$ cat src/rtl/irq_route_pkg.sv
package irq_route_pkg;
   localparam logic [7:0] OFS_SEL = 8'h00;
   localparam logic [7:0] OFS_WIN = 8'h10;
   localparam logic [7:0] REG_ID  = 8'h00;
   localparam logic [7:0] REG_VER = 8'h01;
   localparam logic [7:0] REG_ARB = 8'h02;
   localparam logic [7:0] TBL_BASE = 8'h10;
   localparam logic [7:0] VER_CONST = 8'h11;
   localparam int ID_LSB = 24;
   localparam int ID_W = 4;
   localparam int MAXENT_LSB = 16;
   localparam int MASK_BIT = 16;
   localparam logic [1:0] SIZE_WORD = 2'd2;

   typedef enum logic [2:0] {
      K_NONE, K_ID, K_VER, K_ARB, K_ENTRY
   } reg_kind_e;
endpackage

$ cat src/rtl/irq_route_decode.sv
module irq_route_decode
   import irq_route_pkg::*;
#(
   parameter int SEL_W = 8,
   parameter int NUM_PINS = 24,
   localparam int IDX_W = (NUM_PINS > 1) ? $clog2(NUM_PINS) : 1
) (
   input  logic [SEL_W-1:0] sel,
   output reg_kind_e        kind,
   output logic [IDX_W-1:0] idx,
   output logic             hi_half
);
   logic [SEL_W-1:0] rel;
   logic [SEL_W-1:0] full_idx;

   always_comb begin
      rel = sel - SEL_W'(TBL_BASE);
      full_idx = rel >> 1;
      hi_half = sel[0];
      idx = full_idx[IDX_W-1:0];
      if (sel == SEL_W'(REG_ID))       kind = K_ID;
      else if (sel == SEL_W'(REG_VER)) kind = K_VER;
      else if (sel == SEL_W'(REG_ARB)) kind = K_ARB;
      else if (sel >= SEL_W'(TBL_BASE) && full_idx < SEL_W'(NUM_PINS)) kind = K_ENTRY;
      else kind = K_NONE;
   end
endmodule

$ cat src/rtl/irq_route_table.sv
module irq_route_table
   import irq_route_pkg::*;
#(
   parameter int NUM_PINS = 24,
   localparam int IDX_W = (NUM_PINS > 1) ? $clog2(NUM_PINS) : 1
) (
   input  logic                  clk,
   input  logic                  rst_n,
   input  logic                  wr_en,
   input  logic [IDX_W-1:0]      wr_idx,
   input  logic                  wr_hi,
   input  logic [31:0]           wr_data,
   input  logic [IDX_W-1:0]      rd_idx,
   input  logic                  rd_hi,
   output logic [31:0]           rd_data,
   output logic [NUM_PINS*64-1:0] flat,
   output logic                  svc
);
   logic [63:0] ent [NUM_PINS];

   for (genvar g = 0; g < NUM_PINS; g++) begin : g_ent
      always_ff @(posedge clk) begin
         if (!rst_n) begin
            ent[g] <= 64'(1) << MASK_BIT;
         end else if (wr_en && wr_idx == IDX_W'(g)) begin
            if (wr_hi) ent[g][63:32] <= wr_data;
            else       ent[g][31:0]  <= wr_data;
         end
      end
      assign flat[g*64 +: 64] = ent[g];
   end

   always_ff @(posedge clk) begin
      if (!rst_n) svc <= 1'b0;
      else        svc <= wr_en;
   end

   always_comb begin
      rd_data = '0;
      if (32'(rd_idx) < NUM_PINS)
         rd_data = rd_hi ? ent[rd_idx][63:32] : ent[rd_idx][31:0];
   end


   svc_one_cycle_chk: assert property (@(posedge clk) disable iff (!rst_n)
      svc |=> !svc || $past(wr_en));
endmodule

$ cat src/rtl/irq_route_regs.sv
module irq_route_regs
   import irq_route_pkg::*;
#(
   parameter int ADDR_W = 12,
   parameter int SEL_W = 8,
   parameter int NUM_PINS = 24,
   localparam int IDX_W = (NUM_PINS > 1) ? $clog2(NUM_PINS) : 1
) (
   input  logic                   clk,
   input  logic                   rst_n,
   input  logic [ADDR_W-1:0]      bus_addr,
   input  logic                   bus_wr,
   input  logic                   bus_rd,
   input  logic [1:0]             bus_size,
   input  logic [31:0]            bus_wdata,
   output logic [31:0]            bus_rdata,
   output logic [NUM_PINS*64-1:0] tbl_flat,
   output logic                   svc_pulse
);
   initial begin
      assert (ADDR_W >= 8) else $error("ADDR_W must cover 8 decode bits");
      assert (SEL_W >= 8 && SEL_W <= 32) else $error("SEL_W out of range");
      assert (NUM_PINS >= 1 && NUM_PINS <= 120) else $error("NUM_PINS out of range");
   end

   logic [SEL_W-1:0] sel_q;
   logic [ID_W-1:0]  id_q;
   reg_kind_e        kind;
   logic [IDX_W-1:0] idx;
   logic             hi;
   logic [31:0]      ent_rd;
   logic [7:0]       ofs;
   logic             at_sel, at_win, win_ok, ent_wr;
   logic             rd_unused;

   assign ofs = bus_addr[7:0];
   assign at_sel = ofs == OFS_SEL;
   assign at_win = ofs == OFS_WIN;
   assign win_ok = at_win && bus_size == SIZE_WORD;
   assign rd_unused = bus_rd;

   irq_route_decode #(.SEL_W(SEL_W), .NUM_PINS(NUM_PINS)) u_dec (
      .sel(sel_q), .kind(kind), .idx(idx), .hi_half(hi)
   );

   assign ent_wr = bus_wr && win_ok && kind == K_ENTRY;

   irq_route_table #(.NUM_PINS(NUM_PINS)) u_tbl (
      .clk(clk), .rst_n(rst_n), .wr_en(ent_wr), .wr_idx(idx), .wr_hi(hi),
      .wr_data(bus_wdata), .rd_idx(idx), .rd_hi(hi), .rd_data(ent_rd),
      .flat(tbl_flat), .svc(svc_pulse)
   );

   always_ff @(posedge clk) begin
      if (!rst_n) begin
         sel_q <= '0;
         id_q  <= '0;
      end else if (bus_wr) begin
         if (at_sel) sel_q <= bus_wdata[SEL_W-1:0];
         if (win_ok && kind == K_ID) id_q <= bus_wdata[ID_LSB +: ID_W];
      end
   end

   always_comb begin
      bus_rdata = '0;
      if (at_sel) begin
         bus_rdata = 32'(sel_q);
      end else if (win_ok) begin
         unique case (kind)
            K_ID:    bus_rdata = 32'(id_q) << ID_LSB;
            K_VER:   bus_rdata = 32'(VER_CONST) | (32'(NUM_PINS - 1) << MAXENT_LSB);
            K_ENTRY: bus_rdata = ent_rd;
            default: bus_rdata = '0;
         endcase
      end
   end


   narrow_win_zero_chk: assert property (@(posedge clk) disable iff (!rst_n)
      (at_win && bus_size != SIZE_WORD) |-> bus_rdata == 32'd0);

   svc_follows_write_chk: assert property (@(posedge clk) disable iff (!rst_n)
      ent_wr |=> svc_pulse);

   sel_stable_chk: assert property (@(posedge clk) disable iff (!rst_n)
      !(bus_wr && at_sel) |=> $stable(sel_q));

   ver_const_chk: assert property (@(posedge clk) disable iff (!rst_n)
      (win_ok && kind == K_VER) |-> bus_rdata[7:0] == VER_CONST);

   other_ofs_zero_chk: assert property (@(posedge clk) disable iff (!rst_n)
      (!at_sel && !at_win) |-> bus_rdata == 32'd0);
endmodule

$ cat config.mk
export PLATFORM = sky130hd
export DESIGN_NAME = irq_route_regs
export DESIGN_NICKNAME = d
export VERILOG_FILES = /design/src/rtl/irq_route_pkg.sv /design/src/rtl/irq_route_decode.sv /design/src/rtl/irq_route_table.sv /design/src/rtl/irq_route_regs.sv
export SDC_FILE = /design/constraint.sdc
export NUM_CORES = 2
export LEC_CHECK = 0
export BUFFER_PORTS_ARGS = -buffer_cell sky130_fd_sc_hd__buf_4
export CAP_MARGIN = 25
export CELL_PAD_IN_SITES_DETAIL_PLACEMENT = 0
export CELL_PAD_IN_SITES_GLOBAL_PLACEMENT = 2
export CORE_AREA = 2 2 635 637
export CTS_BUF_LIST = sky130_fd_sc_hd__clkbuf_16
export CTS_CLUSTER_SIZE = 25
export DETAILED_ROUTE_END_ITERATION = 8
export DIE_AREA = 0 0 637 639
export GPL_TIMING_DRIVEN = 0
export PLACE_DENSITY_LB_ADDON = 0.1
export SLEW_MARGIN = 20
export SYNTH_ARGS = -nofsm -noshare
export SYNTH_HDL_FRONTEND = slang
export SYNTH_SLANG_ARGS = --single-unit
$ cat constraint.sdc
create_clock -name clk -period 9.2 [get_ports clk]
set_input_delay 0.92 -clock clk [delete_from_list [all_inputs] [get_ports clk]]
set_output_delay 0.92 -clock clk [all_outputs]
set_load 0.02 [all_outputs]
Word-level counts from Yosys, hierarchy flattened
Memory sizes are Yosys's and may differ from the RTL's.
Cells that the tools add are included.
Widths: inputs -> output; s select.
- memory bits (read-only): 0
- memories: 1
- register bits after elaboration: 13
- output and inout bits: 1569
- logic and storage cells: 324
- latch bits: 0
- input port bits: 50
- RAM bits: 1536
- memories (name ; words ; bits a word ; read ports ; clocked after Yosys merged registers in ; wr ports ; line ; text):
    u_tbl.ent ; 24 ; 64 ; 25 ; 0 ; 24 ; irq_route_table.sv:19 ; logic [63:0] ent [NUM_PINS];
- eq/ne operators: 30
- div/mod/pow operators: 0
- shifts and indexed selects: 0
- reduce and logical (&&, ||, !) cells: 34
- bitwise logic cells: 48
- add/sub/neg operators: 1
- muxes and demuxes: 204
- order comparisons: 3
- multiply operators: 0
- operators by type and width (cell ; number):
    $mux 32 ; 52
    $mux 1 ; 147
    $pmux 32 s3 ; 1
    $or 1x1->1 ; 48
    $eq 5x4->1 const B ; 8
    $eq 5x5->1 const B ; 8
    $logic_and 1x1->1 ; 29
    $eq 5x3->1 const B ; 4
    $logic_not 8->1 ; 2
    $mux 3 ; 4
    $eq 5x2->1 const B ; 2
    $eq 8x1->1 const B ; 1
    $eq 8x2->1 const B ; 1
    $eq 8x5->1 const B ; 1
    $ge 8x5->1 const B ; 1
    $sub 8x5->8 const B ; 1
    $lt 7x5->1 const B ; 1
    $eq 5x1->1 const B ; 1
    $logic_not 5->1 ; 1
    $lt 5x5->1 const B ; 1
    $reduce_and 2->1 ; 2
    $eq 3x1->1 const B ; 1
    $eq 3x2->1 const B ; 1
    $eq 3x3->1 const B ; 1
    $eq 2x2->1 const B ; 1

Depth between registers and ports, before layout
- word-level depth: 14
- mapped depth: 13
- mapped depth without buffers: 7

By module
Synthesis repeated with hierarchy kept, for this count alone.
- cell total of the unflattened synthesis: 4766
- area total of the unflattened synthesis: 71750.1 µm²
- modules (own cells, without submodules) (module ; sequential area each (µm²) ; area an instance (µm²) ; instances ; cells an instance):
    irq_route_table ; 46144.3 ; 70695.3 ; 1 ; 4646
    irq_route_regs ; 240.2 ; 910.9 ; 1 ; 102
    irq_route_decode ; 0.0 ; 143.9 ; 1 ; 18

Worst setup path after synthesis
No wires, ideal clock.
- path type: register to register
- start point: register sel_q[4]
- end point: memory u_tbl.ent[20][0] (enable)
- slack: 3.541 ns
- library setup time: 0.466 ns
- clock period less this slack: 5.659 ns
- cell stages (with the launch flop): 13
- required time: 8.734 ns
- arrival: 5.193 ns
- buffers on the path: 6
- path through: dfxtp_1 clkbuf_1 inv_2 buf_1 clkbuf_1 ha_1 or4b_2 clkbuf_1 o2111ai_1 or4_4 buf_6 buf_6 o21ai_0
- RTL lines (element ; line ; text):
    start, declared ; irq_route_regs.sv:26 ; logic [SEL_W-1:0] sel_q;
    start signal, assigned ; irq_route_regs.sv:59 ; if (at_sel) sel_q <= bus_wdata[SEL_W-1:0];
    end, declared ; irq_route_table.sv:19 ;

Worst setup path after layout
- start point: register sel_q[4]
- end point: output port bus_rdata[4]
- longest elaborated chain between the ends: 11
- elaborated cells between the ends (all ways): 21
- those cells by class: 1 x add/sub; 3 x order compare; 5 x eq/ne; 9 x mux; 2 x reduce/logical; 1 x memory
- ends and longest elaborated chain (element ; line ; text):
    $sub 8x5->8 ; irq_route_decode.sv:17 ; rel = sel - SEL_W'(TBL_BASE);
    $lt 7x5->1 ; irq_route_decode.sv:24 ; else if (sel >= SEL_W'(TBL_BASE) && full_idx < SEL_W'(NUM_PINS)) kind = K_ENTRY;
    $logic_and 1x1->1 ; irq_route_decode.sv:24 ;
    $mux 3 ; irq_route_decode.sv:24 ;
    $mux 3 ; irq_route_decode.sv:23 ; else if (sel == SEL_W'(REG_ARB)) kind = K_ARB;
    $mux 3 ; irq_route_decode.sv:22 ; else if (sel == SEL_W'(REG_VER)) kind = K_VER;
    $mux 3 ; irq_route_decode.sv:21 ; if (sel == SEL_W'(REG_ID)) kind = K_ID;
    $eq 3x3->1, or another cell as far along ; irq_route_regs.sv:69 ; unique case (kind)
    $pmux 32 s3 ; irq_route_regs.sv:69 ;
    $mux 32 ; irq_route_regs.sv:68 ; end else if (win_ok) begin
    $mux 32 (*) ; irq_route_regs.sv:66 ; if (at_sel) begin
    end, declared ; irq_route_regs.sv:16 ; output logic [31:0] bus_rdata,
Every way passes the cells marked *; elsewhere a longest branch is shown, timed or not.

==> impl_results.md <==
* Status: finished, final reports clean
* Arr. time, crit path at 7660 ps
* First-pass DRT Iterations at 5
* Pwr dens at around 180 nW/um2
* GRT overflow at 0
* Post_cts resized at 0
* Boundary pin count at 1619
* Worst vdd rail ir drop at 0.000151 V
* Pre-CTS setup slack at roughly 1500 ps
* Synth Area in Adders at 0.0351%
* Cell area after synthesis at 71400 um2
* First-pass GRT wire length at about 740 mm
* Share of cells above drive strength 1 at 40.9%
* H-tree level count at 4
* FFs w/ async S/R, synth at 0%
* CTS tree: built
* PortBufs at 1580
* RSZ-0062 raised after global routing: no
* CP startpoint kind: flip-flop
* CTS Root Cell: clkbuf_16
* CP Data Required Time at 8280 ps
* Top delay family on crit path: buffers and inverters
* Seq/Total Area, Yosys at 65.0%
* Slew headroom at 15.3%
* Top area cells in the synthesized netlist: edfxtp_1 65%, and2_1 13%, mux4_2 11%
* Min Tclk post-route at 8580 ps
* Fin crit share at 93.3%
* Max-slew violations at 0
* Crit Path Category: flip-flop to output port
* TritonCTS buffer count at between 200 and 250
* Fmax at between 0.1 and 0.15 GHz
* Final Util at 25.4%
* Compound-Gate Fraction of Synth Area at under 10%
* Post-DP HPWL at 514 mm
* Synthesized area per cell at 15.4 um2
* DRT iter0 DRCs at about 6300
* Final setup vio count at 0
* Placed cells at 11700
* Post-route setup slack at a little over 600 ps
* # DRC at 0
* Row cnt at between 200 and 250
* Leakage at 0.0379 uW
* Max-cap viol count at 0
* Hold Vio Cnt, Final at 0
* CTS Hold Bufs at 0
* Routed Antenna Nets at 0
* Hold Crit Class: input pin to flip-flop
* Top FF cell, synth: edfxtp_1
* Max FO, Critical Path at 11
* Number of global-route vias before repair at 53200
* Critical Path End Type: output port
* Maximum clock insertion buffer count at 4
* Avg WL per Cell at 50.5 um
* Clk pin slew, worst setup/hold paths at ~60 ps
* Buffer count from post-CTS setup fixing at 0
* Via count at about 55000
* Pin count of the biggest net entering global routing at 16
* CP cell instances: clkbuf_1 -> inv_2 -> buf_1 -> clkbuf_2 -> ha_1 -> clkbuf_1 -> inv_1 -> clkbuf_2 -> buf_12 -> nor3_2 -> nand3_1 -> nand3_1 -> o21ai_0 -> buf_4
* Setup TNS at 0 ps
* WP buf/inv at 9
* Mux contribution to synthesized area at between 10% and 20%
* Routed WL at 613 mm
* Syn nets at 4699
* Synth Warn # at 0
* Gate Count Post-Synth at between 4000 and 5000
* Sink Count at approximately 1500
* Fin cells at 12200
* Leading area contributor after synthesis: edfxtp_1
* Synthesized flop and latch total at ~1500
* Synth cell count leaders: 1536 x edfxtp_1, 1515 x and2_1, 359 x mux4_2
* Post-synth EDFFs at 1536
* Initial Util at 17.8%
* Crit path largest cell delay at 810 ps
* Routability Congestion at 0.893
* Simple-gate share of the synthesized area at between 10% and 20%
* Layout area overhead at 43.0%
* Worst skew pair latency at about 930 ps
* Top-area cell type share of the netlist area at 64.6%
* Die Height at around 640 um
* Final #Nets at about 6700
* Clock skew at 41.9 ps
* Via-to-Cell Ratio at between 4 and 5
* Unique masters post-synth at 59
* Die W at approximately 640 um
* Synth Area in XOR/XNOR at 0%
* CP max-delay cell: clkbuf_1
* Worst-Margin Slew at 1270 ps
* Core Region at 401000 um2
* GRT Total Usage at 29.2%
* Number of antenna violations at the first check in global routing at 97
* Main combinational cell family by area after synthesis: simple AND/OR/NAND/NOR gates
* Die ar. at 407000 um2
* Top-count cell post-synth: edfxtp_1
layer usage:
metal | up-vias | wire, um | track usage, %
li1 | 21400 | - | -
met1 | 30000 | 254000 | 37.0
met2 | 2719 | 296000 | 49.3
met3 | 485 | 39700 | 6.26
met4 | 0 | 23300 | 9.50
met5 | - | 0 | 0
layout by cell type, fill, tap and decap left out, drive strengths merged, types with 22 or more instances in the layout:
cell type     n
inv          74
mux4        359
o22ai        24
o21ai        70
a32o         32
mux2i        76
nor2         76
diode        44
buf        1944
or3          30
mux2         25
and2       1515
nor3         22
a22oi        24
nand3        29
nand2       127
edfxtp     1536
nor2b        33
a211oi       33
clkbuf      549
clkinv       84
where the power goes:
group          total, uW  switching (uW)  internal [uW]  leakage, uW
clock               8050            3600           4450      0.00337
combinational       2180            1480            692       0.0196
sequential          8420             344           8080       0.0149
total              18700            5430          13200       0.0379
sequential cells by signal (all words and copies together) (netlist names):
signal     cells
id_q           4
u_tbl.ent   1536
u_tbl.svc      1
sel_q          8
cells by family after synthesis:
group,Yosys count
compound gates,281
fa+ha+maj,2
buf+inv,482
flops,1549
mux,460
simple gates,1873
worst paths after layout:
kind	start	end	slack, ps	cells past startpoint
worst max-delay path	sel_q[4]	bus_rdata[4]	620	14
worst min-delay path	bus_wdata[6]	sel_q[6]	450	3
worst max register to register	sel_q[4]	u_tbl.ent[10][20]	1570	14
worst min register to register	id_q[2]	id_q[2]	470	2
cell type report:
cell class,instances,area (um2)
Fill cell,41700,299000
Sequential cell,1549,46400
Multi-Input combinational cell,2616,23300
Timing Repair Buffer,1804,16700
Tap cell,5287,6620
Clock buffer,211,5280
Buffer,478,2440
Clock inverter,166,1090
Antenna cell,44,110
Inverter,4,15.0
through the flow:
step	instance area, um2	hold WS, ps	power (uW)
6_report	102000	454	18700
5_1_grt	102000	406	19100
4_1_cts	102000	365	18800
3_5_place_dp	95400	460	10700
3_3_place_gp	89800	466	10600
2_1_floorplan	71400	443	9120
tightest hold or removal path: cells and delay by family:
kind            cells  cell delay, ps
buf+inv             1             190
compound gates      1              80
simple gates        1             110
No activity file was read; power rests on OpenSTA's default activity.
